==> config.mk <==
export PLATFORM = sky130hd
export DESIGN_NAME = mdio_master
export DESIGN_NICKNAME = d
export VERILOG_FILES = /design/src/rtl/mdio_pkg.sv /design/src/rtl/mdio_clkdiv.sv /design/src/rtl/mdio_shifter.sv /design/src/rtl/mdio_master.sv
export SDC_FILE = /design/constraint.sdc
export NUM_CORES = 1
export LEC_CHECK = 0
export ABC_AREA = 1
export BUFFER_PORTS_ARGS = -buffer_cell sky130_fd_sc_hd__clkbuf_2
export CORE_ASPECT_RATIO = 2
export CORE_UTILIZATION = 52
export CTS_CLUSTER_DIAMETER = 60
export DETAILED_ROUTE_END_ITERATION = 10
export PLACE_DENSITY = 0.76
export SYNTH_ARGS = -nofsm -noshare
export SYNTH_HDL_FRONTEND = slang
export SYNTH_SLANG_ARGS = --single-unit
==> constraint.sdc <==
create_clock -name clk -period 1.83 [get_ports clk]
set_input_delay 0.2745 -clock clk [delete_from_list [all_inputs] [get_ports clk]]
set_output_delay 0.2745 -clock clk [all_outputs]
set_load 0.005 [all_outputs]
==> src/rtl/mdio_pkg.sv <==
package mdio_pkg;
   typedef enum logic [1:0] {
      SEL_DATA  = 2'd0,
      SEL_EVENT = 2'd1,
      SEL_SPEED = 2'd2
   } mdio_sel_e;

   // Frame layout fields the serializer decodes
   localparam int FRAME_W  = 32;
   localparam int RDATA_W  = 16;
   localparam int OP_HI    = 29;
   localparam int TA_LO    = 16;
   localparam logic [1:0] OP_READ = 2'b10;
endpackage

==> src/rtl/mdio_clkdiv.sv <==
module mdio_clkdiv #(
   parameter int SPEED_W = 6
) (
   input  logic               clk,
   input  logic               rst_n,
   input  logic               start,
   input  logic               run,
   input  logic [SPEED_W-1:0] div,
   output logic               mdc,
   output logic               rise_tick,
   output logic               fall_tick
);
   if (SPEED_W < 1 || SPEED_W > 16) begin : g_bad_speed_w
      $error("mdio_clkdiv: SPEED_W out of range");
   end

   logic [SPEED_W-1:0] div_q;
   logic [SPEED_W-1:0] cnt;
   logic               wrap;

   assign wrap      = run && (cnt == div_q - SPEED_W'(1));
   assign rise_tick = wrap && !mdc;
   assign fall_tick = wrap && mdc;

   always_ff @(posedge clk or negedge rst_n) begin
      if (!rst_n) begin
         div_q <= '0;
         cnt   <= '0;
         mdc   <= 1'b0;
      end else if (start) begin
         div_q <= div;
         cnt   <= '0;
         mdc   <= 1'b0;
      end else if (run) begin
         if (wrap) begin
            cnt <= '0;
            mdc <= ~mdc;
         end else begin
            cnt <= cnt + SPEED_W'(1);
         end
      end else begin
         cnt <= '0;
         mdc <= 1'b0;
      end
   end

   // clock rests low whenever no frame runs
   a_r1_mdc_low_idle: assert property (@(posedge clk) disable iff (!rst_n)
      !run |-> !mdc);

   // clock holds its level between divider wraps
   a_r3_half_period: assert property (@(posedge clk) disable iff (!rst_n)
      (run && !wrap && !start) |=> (mdc == $past(mdc)));
endmodule

==> src/rtl/mdio_shifter.sv <==
module mdio_shifter #(
   parameter int PRE_LEN = 32,
   parameter int FRAME_W = 32,
   parameter int DATA_W  = 16,
   parameter int TA_LO   = 16,
   parameter int OP_HI   = 29
) (
   input  logic               clk,
   input  logic               rst_n,
   input  logic               start,
   input  logic [FRAME_W-1:0] cmd,
   input  logic               rise_tick,
   input  logic               fall_tick,
   input  logic               mdio_i,
   output logic               busy,
   output logic               mdio_o,
   output logic               mdio_oe,
   output logic               done,
   output logic [DATA_W-1:0]  rd_data
);
   localparam int TOTAL = PRE_LEN + FRAME_W;
   localparam int IDX_W = $clog2(TOTAL);
   localparam logic [IDX_W-1:0] PRE_I  = IDX_W'(PRE_LEN);
   localparam logic [IDX_W-1:0] LAST_I = IDX_W'(TOTAL - 1);
   localparam logic [IDX_W-1:0] REL_I  = IDX_W'(PRE_LEN + FRAME_W - 1 - TA_LO);
   localparam logic [IDX_W-1:0] DPH_I  = IDX_W'(TOTAL - DATA_W);

   if (PRE_LEN < 1) begin : g_bad_pre
      $error("mdio_shifter: preamble must be at least one bit");
   end
   if (DATA_W > TA_LO || TA_LO >= FRAME_W) begin : g_bad_layout
      $error("mdio_shifter: data field must sit below the turnaround");
   end
   if (OP_HI < 1 || OP_HI >= FRAME_W) begin : g_bad_op
      $error("mdio_shifter: opcode position outside frame");
   end

   logic               busy_q;
   logic               is_rd_q;
   logic [IDX_W-1:0]   idx;
   logic [FRAME_W-1:0] sr;
   logic [DATA_W-1:0]  rsh;

   always_ff @(posedge clk or negedge rst_n) begin
      if (!rst_n) begin
         busy_q  <= 1'b0;
         is_rd_q <= 1'b0;
         idx     <= '0;
         sr      <= '0;
         rsh     <= '0;
      end else if (start && !busy_q) begin
         busy_q  <= 1'b1;
         is_rd_q <= (cmd[OP_HI -: 2] == mdio_pkg::OP_READ);
         idx     <= '0;
         sr      <= cmd;
         rsh     <= '0;
      end else if (busy_q) begin
         if (rise_tick && is_rd_q && idx >= DPH_I) begin
            rsh <= {rsh[DATA_W-2:0], mdio_i};
         end
         if (fall_tick) begin
            if (idx == LAST_I) begin
               busy_q <= 1'b0;
            end else begin
               idx <= idx + IDX_W'(1);
               if (idx >= PRE_I) begin
                  sr <= {sr[FRAME_W-2:0], 1'b0};
               end
            end
         end
      end
   end

   assign busy    = busy_q;
   assign done    = busy_q && fall_tick && (idx == LAST_I);
   assign rd_data = rsh;

   always_comb begin
      if (!busy_q || idx < PRE_I) begin
         mdio_o = 1'b1;
      end else begin
         mdio_o = sr[FRAME_W-1];
      end
   end

   assign mdio_oe = busy_q && !(is_rd_q && idx >= REL_I);

   // preamble bits are driven ones
   a_r2_preamble_ones: assert property (@(posedge clk) disable iff (!rst_n)
      (busy_q && idx < PRE_I) |-> (mdio_o && mdio_oe));

   // a non-read frame never lets go of the line
   a_r4_write_driven: assert property (@(posedge clk) disable iff (!rst_n)
      (busy_q && !is_rd_q) |-> mdio_oe);

   // the line is let go only by a read, at the second turnaround bit
   a_r5_release_point: assert property (@(posedge clk) disable iff (!rst_n)
      (busy_q && $fell(mdio_oe)) |-> (is_rd_q && idx == REL_I));

   // bit index advances only on a falling clock edge
   a_r2_index_steady: assert property (@(posedge clk) disable iff (!rst_n)
      (busy_q && !fall_tick) |=> $stable(idx));
endmodule

==> src/rtl/mdio_master.sv <==
module mdio_master #(
   parameter int SPEED_W = 6,
   parameter int PRE_LEN = 32,
   parameter int EVT_BIT = 23
) (
   input  logic        clk,
   input  logic        rst_n,
   input  logic        cfg_we,
   input  logic [1:0]  cfg_sel,
   input  logic [31:0] cfg_wdata,
   output logic [31:0] cfg_rdata,
   output logic        mdc_o,
   output logic        mdio_o,
   output logic        mdio_oe_o,
   input  logic        mdio_i
);
   import mdio_pkg::*;

   if (EVT_BIT < 0 || EVT_BIT > 31) begin : g_bad_evt
      $error("mdio_master: EVT_BIT outside register");
   end
   if (SPEED_W < 1 || SPEED_W > 16) begin : g_bad_spd
      $error("mdio_master: SPEED_W out of range");
   end

   logic [FRAME_W-1:0] data_q;
   logic               evt_q;
   logic [SPEED_W-1:0] spd_q;
   logic               busy;
   logic               done;
   logic               go;
   logic               rise_tick;
   logic               fall_tick;
   logic [RDATA_W-1:0] rd_data;
   logic               sel_data;
   logic               sel_evt;
   logic               sel_spd;

   assign sel_data = (cfg_sel == SEL_DATA);
   assign sel_evt  = (cfg_sel == SEL_EVENT);
   assign sel_spd  = (cfg_sel == SEL_SPEED);
   assign go       = cfg_we && sel_data && !busy && (spd_q != '0);

   always_ff @(posedge clk or negedge rst_n) begin
      if (!rst_n) begin
         data_q <= '0;
         evt_q  <= 1'b0;
         spd_q  <= '0;
      end else begin
         if (go) begin
            data_q <= cfg_wdata;
         end else if (done && data_q[OP_HI -: 2] == OP_READ) begin
            data_q[RDATA_W-1:0] <= rd_data;
         end
         if (done) begin
            evt_q <= 1'b1;
         end else if (cfg_we && sel_evt && cfg_wdata[EVT_BIT]) begin
            evt_q <= 1'b0;
         end
         if (cfg_we && sel_spd) begin
            spd_q <= cfg_wdata[SPEED_W-1:0];
         end
      end
   end

   always_comb begin
      cfg_rdata = '0;
      if (sel_data) begin
         cfg_rdata = data_q;
      end else if (sel_evt) begin
         cfg_rdata[EVT_BIT] = evt_q;
      end else if (sel_spd) begin
         cfg_rdata[SPEED_W-1:0] = spd_q;
      end
   end

   mdio_clkdiv #(
      .SPEED_W (SPEED_W)
   ) u_div (
      .clk       (clk),
      .rst_n     (rst_n),
      .start     (go),
      .run       (busy),
      .div       (spd_q),
      .mdc       (mdc_o),
      .rise_tick (rise_tick),
      .fall_tick (fall_tick)
   );

   mdio_shifter #(
      .PRE_LEN (PRE_LEN),
      .FRAME_W (FRAME_W),
      .DATA_W  (RDATA_W),
      .TA_LO   (TA_LO),
      .OP_HI   (OP_HI)
   ) u_shf (
      .clk       (clk),
      .rst_n     (rst_n),
      .start     (go),
      .cmd       (cfg_wdata),
      .rise_tick (rise_tick),
      .fall_tick (fall_tick),
      .mdio_i    (mdio_i),
      .busy      (busy),
      .mdio_o    (mdio_o),
      .mdio_oe   (mdio_oe_o),
      .done      (done),
      .rd_data   (rd_data)
   );

   // the event only appears at the end of a frame
   a_r7_event_on_done: assert property (@(posedge clk) disable iff (!rst_n)
      $rose(evt_q) |-> $past(done));

   // register holds while a frame is on the line
   a_r8_cmd_hold: assert property (@(posedge clk) disable iff (!rst_n)
      (busy && $past(busy)) |-> $stable(data_q));

   // a zero divisor never starts a frame
   a_r9_zero_speed: assert property (@(posedge clk) disable iff (!rst_n)
      (cfg_we && sel_data && !busy && spd_q == '0) |=> !busy);
endmodule

==> Yosys cells after proc, flatten, opt, wreduce, memory -nomap -nowiden <==
Cells that the tools add are included.
{ "totals": {"reg_bits": 108, "out_inout_bits": 35} }
{ "op_classes": {"n_addsub": 3, "magnitude_cmp": 4, "n_eq_ne": 8, "n_mux": 34, "bitwise_logic": 1, "reduce_logical": 32} }
{ "op_table": {"columns": ["cell", "count"], "rows": [
  ["32-bit two-way mux", 5],
  ["16-bit two-way mux", 5],
  ["6-bit two-way mux", 10],
  ["6-bit greater-or-equal comparator (second input constant)", 3],
  ["1-bit logical AND", 17],
  ["17-bit two-way mux", 1],
  ["6-bit by 1-bit adder with 6-bit output (second input constant)", 2],
  ["1-bit two-way mux", 12],
  ["2-bit nonzero test", 6],
  ["8-bit two-way mux", 1],
  ["2-bit == test (second input constant)", 3],
  ["6-bit == test", 1],
  ["6-bit == test (second input constant)", 1],
  ["6-bit less-than comparator (second input constant)", 1],
  ["6-bit nonzero test", 1],
  ["6-bit by 1-bit subtractor with 6-bit output (second input constant)", 1],
  ["4-bit AND reduction", 1],
  ["1-bit logical NOT", 3],
  ["3-bit by 2-bit inequality test with 1-bit output (second input constant)", 1],
  ["3-bit AND reduction", 1],
  ["2-bit by 1-bit == test with 1-bit output (second input constant)", 1],
  ["2-bit logical NOT", 1],
  ["2-bit by 1-bit inequality test with 1-bit output (second input constant)", 1],
  ["2-bit AND reduction", 1],
  ["2 further kinds", 2]
]} }

==> Depth between registers and ports, before layout <==
{ "logic_depth": {"ltp_word": 9, "mapped_depth": 14, "ltp_nobuf": 13} }

==> Hierarchy <==
A second synthesis with hierarchy kept.
{ "unflattened": {"cells_unflattened": 797, "area_unflattened_um2": 5814.3} }
{ "by_module_without_submodules": {"columns": ["module", "n_inst", "cells_per_inst", "area_per_inst_um2", "seq_area_each_um2"], "rows": [
  ["mdio_shifter", 1, 358, 2733.9, 1401.3],
  ["mdio_master", 1, 317, 2190.9, 975.9],
  ["mdio_clkdiv", 1, 122, 889.6, 325.3]
]} }

==> Least setup slack after synthesis <==
Ideal clock, no wire load.
{ "synth_path": {"kind": "register to register", "startpoint": "register u_div.div_q[0]", "endpoint": "register data_q[6]", "setup_time_ps": 117, "arrival_ps": 1851, "required_time_ps": 1713, "slack_ps": -138, "stages_incl_launch_ff": 14, "path_buffers": 1, "synth_period_minus_slack_ps": 1968, "path_cell_list": "dfrtp_1 > inv_2 > ha_1 > nand2_1 > inv_1 > nor2_1 > nand3_1 > nor2_1 > nand3_4 > nor2_8 > nand3_4 > buf_2 > nand3_1 > nand2_1"} }
{ "synth_between": {"elab_chain_len": 8} }
{ "synth_rtl": {"columns": ["element", "line_no", "source"], "rows": [
  ["from (decl)", "mdio_clkdiv.sv:17", "logic [SPEED_W-1:0] div_q;"],
  ["from (signal assigned)", "mdio_clkdiv.sv:31", "div_q <= div;"],
  ["6-bit by 1-bit subtractor with 6-bit output", "mdio_clkdiv.sv:21", "assign wrap = run && (cnt == div_q - SPEED_W'(1));"],
  ["6-bit == test", "mdio_clkdiv.sv:21", null],
  ["1-bit logical AND", "mdio_clkdiv.sv:21", null],
  ["1-bit logical AND", "mdio_clkdiv.sv:23", "assign fall_tick = wrap && mdc;"],
  ["1-bit logical AND (2 in a row)", "mdio_shifter.sv:75", "assign done = busy_q && fall_tick && (idx == LAST_I);"],
  ["1-bit logical AND", "mdio_master.sv:52", "end else if (done && data_q[OP_HI -: 2] == OP_READ) begin"],
  ["2-bit nonzero test (no source line)", null, null],
  ["to (signal assigned)", "mdio_master.sv:51", "data_q <= cfg_wdata;"],
  ["to (signal, indexed assignment)", "mdio_master.sv:53", "data_q[RDATA_W-1:0] <= rd_data;"],
  ["to (decl)", "mdio_master.sv:26", "logic [FRAME_W-1:0] data_q;"]
]} }
No other way between the ends.
A chain may end at the register's enable or synchronous reset.

==> Final worst setup path <==
{ "layout_path": {"startpoint": "register u_div.div_q[1]", "endpoint": "register data_q[0]"} }
Same word-level chain as after synthesis.

==> impl_results.md <==
* Non-Filler Instances at 920
* Netlist cell types at 31
* PortBufs at 72
* DIE AREA at 10600 sq um
* Crit path launch: u_div.div_q[1]
* Area share of the largest cell type after synthesis at 50.9%
* Top post-synthesis cells by area: dfrtp_1, nand2_1, nand3_1
* Max-slew headroom at 69.5%
* Min-Delay Endpoint: u_shf.is_rd_q
* Layout net count at 825
* Placed Instance Area at 6000 sq um
* Vias in the first global route at 4828
* Fin crit period at 2010 ps
* Outcome: finished with violations
* N_diodes at 0
* WS Path Type: flip-flop to flip-flop
* Clock sink total at 108
* Worst setup EP type: flip-flop
* Setup TNS at -8820 ps
* Die width at 73.5 microns
* Total number of vias at 4934
* R2R depth at 13
* Row cnt at 51
* Worst-Margin Slew at 458 ps
* DRC violations left at 0
* PwrDens at 966 nW/um^2
* Max-slew violations at 0
* DR iter-0 viols at 274
* Per-cell routed wire length at 15.2 microns
* Initial antenna violation count at 0
* Tot Pwr at 6.36 mW
* Worst endpoint data arrival time at 2240 ps
* Unrepaired setup endpoints after global routing: true
* Synthesis Warnings at 0
* First-pass GRT wire length at 22200 microns
* Hold Startpoint: cfg_wdata[28]
* Syn_nets at 740
* Die H at 145 microns
* Setup ws final at -177 ps
* Logic gate share of total power at 24.5%
* Routed WL at 14000 microns
* Dpl hpwl at 9570 microns
* CTS tree: done
* Reg2Reg Launch Point: u_div.div_q[1]
* R2R setup slack at -180 ps
* Peak Freq at 498 MHz
* Reg clk slew, reported paths at 70 ps
* MaxCap Viol Count at 0
* Finish-stage setup viols at 71
* Max VDD drop at 0.558 mV
* Htree depth at 3
* DRT antenna net count at 0
* Sw frac at 31.8%
* Grt total ovfl at 0
* IO Pins at 73
* CP Max Fanout at 8
* Post-place setup slack at -138 ps
* Max Buffers Root-to-Sink at 2
* GRT Total Usage at 27.0%
* Cell taking the most area after synthesis: dfrtp_1
* Cell internal pwr at 4.34 mW
* Syn Inst Count at 698
* Pleak at 3.60 nW
* Placed cells at 895
* Register area share after synthesis at 50.9%
* Critical Path Start Type: flip-flop
* WP data required at 2060 ps
* Largest net degree at the start of global routing at 57
* Fin util at 67.0%
* Number of synthesized register bits at 108
* Vias per inst at 5.36
* Post-Synthesis Cell Area at 5310 sq um
* Hold_ws at 144 ps
* Total CTS buffers at 9
* Syn_area_per_cell at 7.61 sq um
* Failing checks: setup timing
* Net Sw Power at 2.02 mW
* Worst hold stages at 2
* Worst-Skew Late Latency at 340 ps
* Hold/Removal Path Class: input port to flip-flop
* Area Growth Syn to Fin at 24.0%
* DR pass1 iterations at 6
* Hold Fails Final Rpt at 0
* Core area at 9830 sq um
* Worst R2R End: data_q[0]
* Clock skew at 9.94 ps
* Final Cell Area at 6590 sq um
* Layout cells sized above 1 at 21.8%
* Final RePlAce weighted congestion at 0.865
* Initial Utilization at 54.1%
* Root Buffer: clkbuf_16
* Tcrit/Tclk final at 110%
* Flop pwr share at 46.7%
* Share of total power in the clock network at 28.8%
timing repair:
item	4_1_cts	5_1_grt
setup endpoints to repair	73	77
resized for setup	14	33
pin swaps	7	17
hold buffers	1	0
cloned	0	1
endpoints found under the hold margin	27	0
setup buffers	4	4
registers in the layout, indices dropped and copies added, names as in the netlist:
register	cells
data_q	32
u_shf.sr	32
u_shf.rd_data	16
spd_q	6
u_div.cnt	6
u_div.div_q	6
u_shf.idx	6
evt_q	1
u_div.mdc	1
u_shf.busy	1
u_shf.is_rd_q	1
cell families after synthesis:
| kind of cell | after synthesis | share of synthesized area [%] |
|---|---|---|
| AND/OR/NAND/NOR | 426 | 33.8 |
| flip-flops | 108 | 50.9 |
| buffers and inverters | 91 | 7.04 |
| AO/OA/AOI/OAI | 62 | 6.19 |
| XOR/XNOR | 7 | 1.15 |
| adder cells (fa/ha/maj) | 4 | 0.942 |
cell usage in the layout, fill, tap and decap left out, types with 3 or more instances in the layout:
cell	instances
nand2_1	265
dfrtp_1	108
clkbuf_2	71
nand3_1	63
inv_1	51
nor2_1	49
o21ai_0	37
buf_4	21
nand3_2	13
o21ai_1	10
clkbuf_16	10
buf_12	10
nand2_2	9
xor2_1	7
inv_2	7
a21oi_1	7
nand4_1	7
nand3_4	6
a21oi_2	4
nor2_2	3
buf_6	3
power by group through the flow:
stage / Combinational [mW] / Sequential [mW] / Clock [mW]
floorplan: 0.980 / 2.95 / 0
global placement: 1.41 / 2.98 / 0
detailed placement: 1.46 / 3.00 / 0
CTS: 1.50 / 2.96 / 1.88
global route: 1.74 / 3.01 / 1.97
finish: 1.56 / 2.97 / 1.83
how the worst max path moves through the flow:
stage	to	slack [ps]	cells past startpoint
detailed placement	u_shf.sr[4]	-140	12
global placement	u_shf.sr[15]	-40	12
CTS	u_shf.sr[11]	-120	13
global route	data_q[2]	-290	13
finish	data_q[0]	-180	13
floorplan	data_q[15]	-40	14
area by class of cell:
cell class                 instances  area [sq um]
clock buffer                      13           260
fill                             862          3240
tap                              132           165
sequential                       108          2700
timing repair buffer             107           782
multi-input combinational        499          2440
clock inverter                     3          21.3
inverter                          58           218
Yosys cell counts:
master	n
nor3b_1	2
nand2_1	275
nor2_8	1
nor3_1	1
o21ai_1	11
xor2_1	7
buf_2	17
buf_6	1
clkbuf_1	13
inv_2	6
nor2_2	1
nand3_4	2
ha_1	4
inv_1	52
o21ai_4	1
nor3_2	1
o21bai_1	1
nand2_4	1
o22ai_1	1
nand4_1	7
nand3_1	80
nor4_1	2
a21oi_1	10
nand2_2	1
or2_1	1
nor2_1	51
a21oi_2	1
buf_1	1
o21ai_0	37
dfrtp_1	108
buf_4	1
per-layer routing:
layer / vias up / track usage, % / part of all wire (%)
li1: 2368 / - / -
met2: 152 / 47.1 / 55
met1: 2378 / 31.3 / 38
met3: 36 / 4.31 / 3.6
met4: 0 / 12.7 / 3.7
met5: - / 0 / 0
worst max-delay path, stage by stage, from the launching register on:
cell	delay, ps
dfrtp_1	400
inv_2	90
ha_4	200
nand2_2	70
inv_2	30
nor2_1	80
nand3_1	80
nor2_2	140
nand3_4	160
nor2_8	160
nand3_4	150
clkbuf_16	220
nand3_2	60
nand2_1	50
No activity file was read; power rests on OpenSTA's default activity.
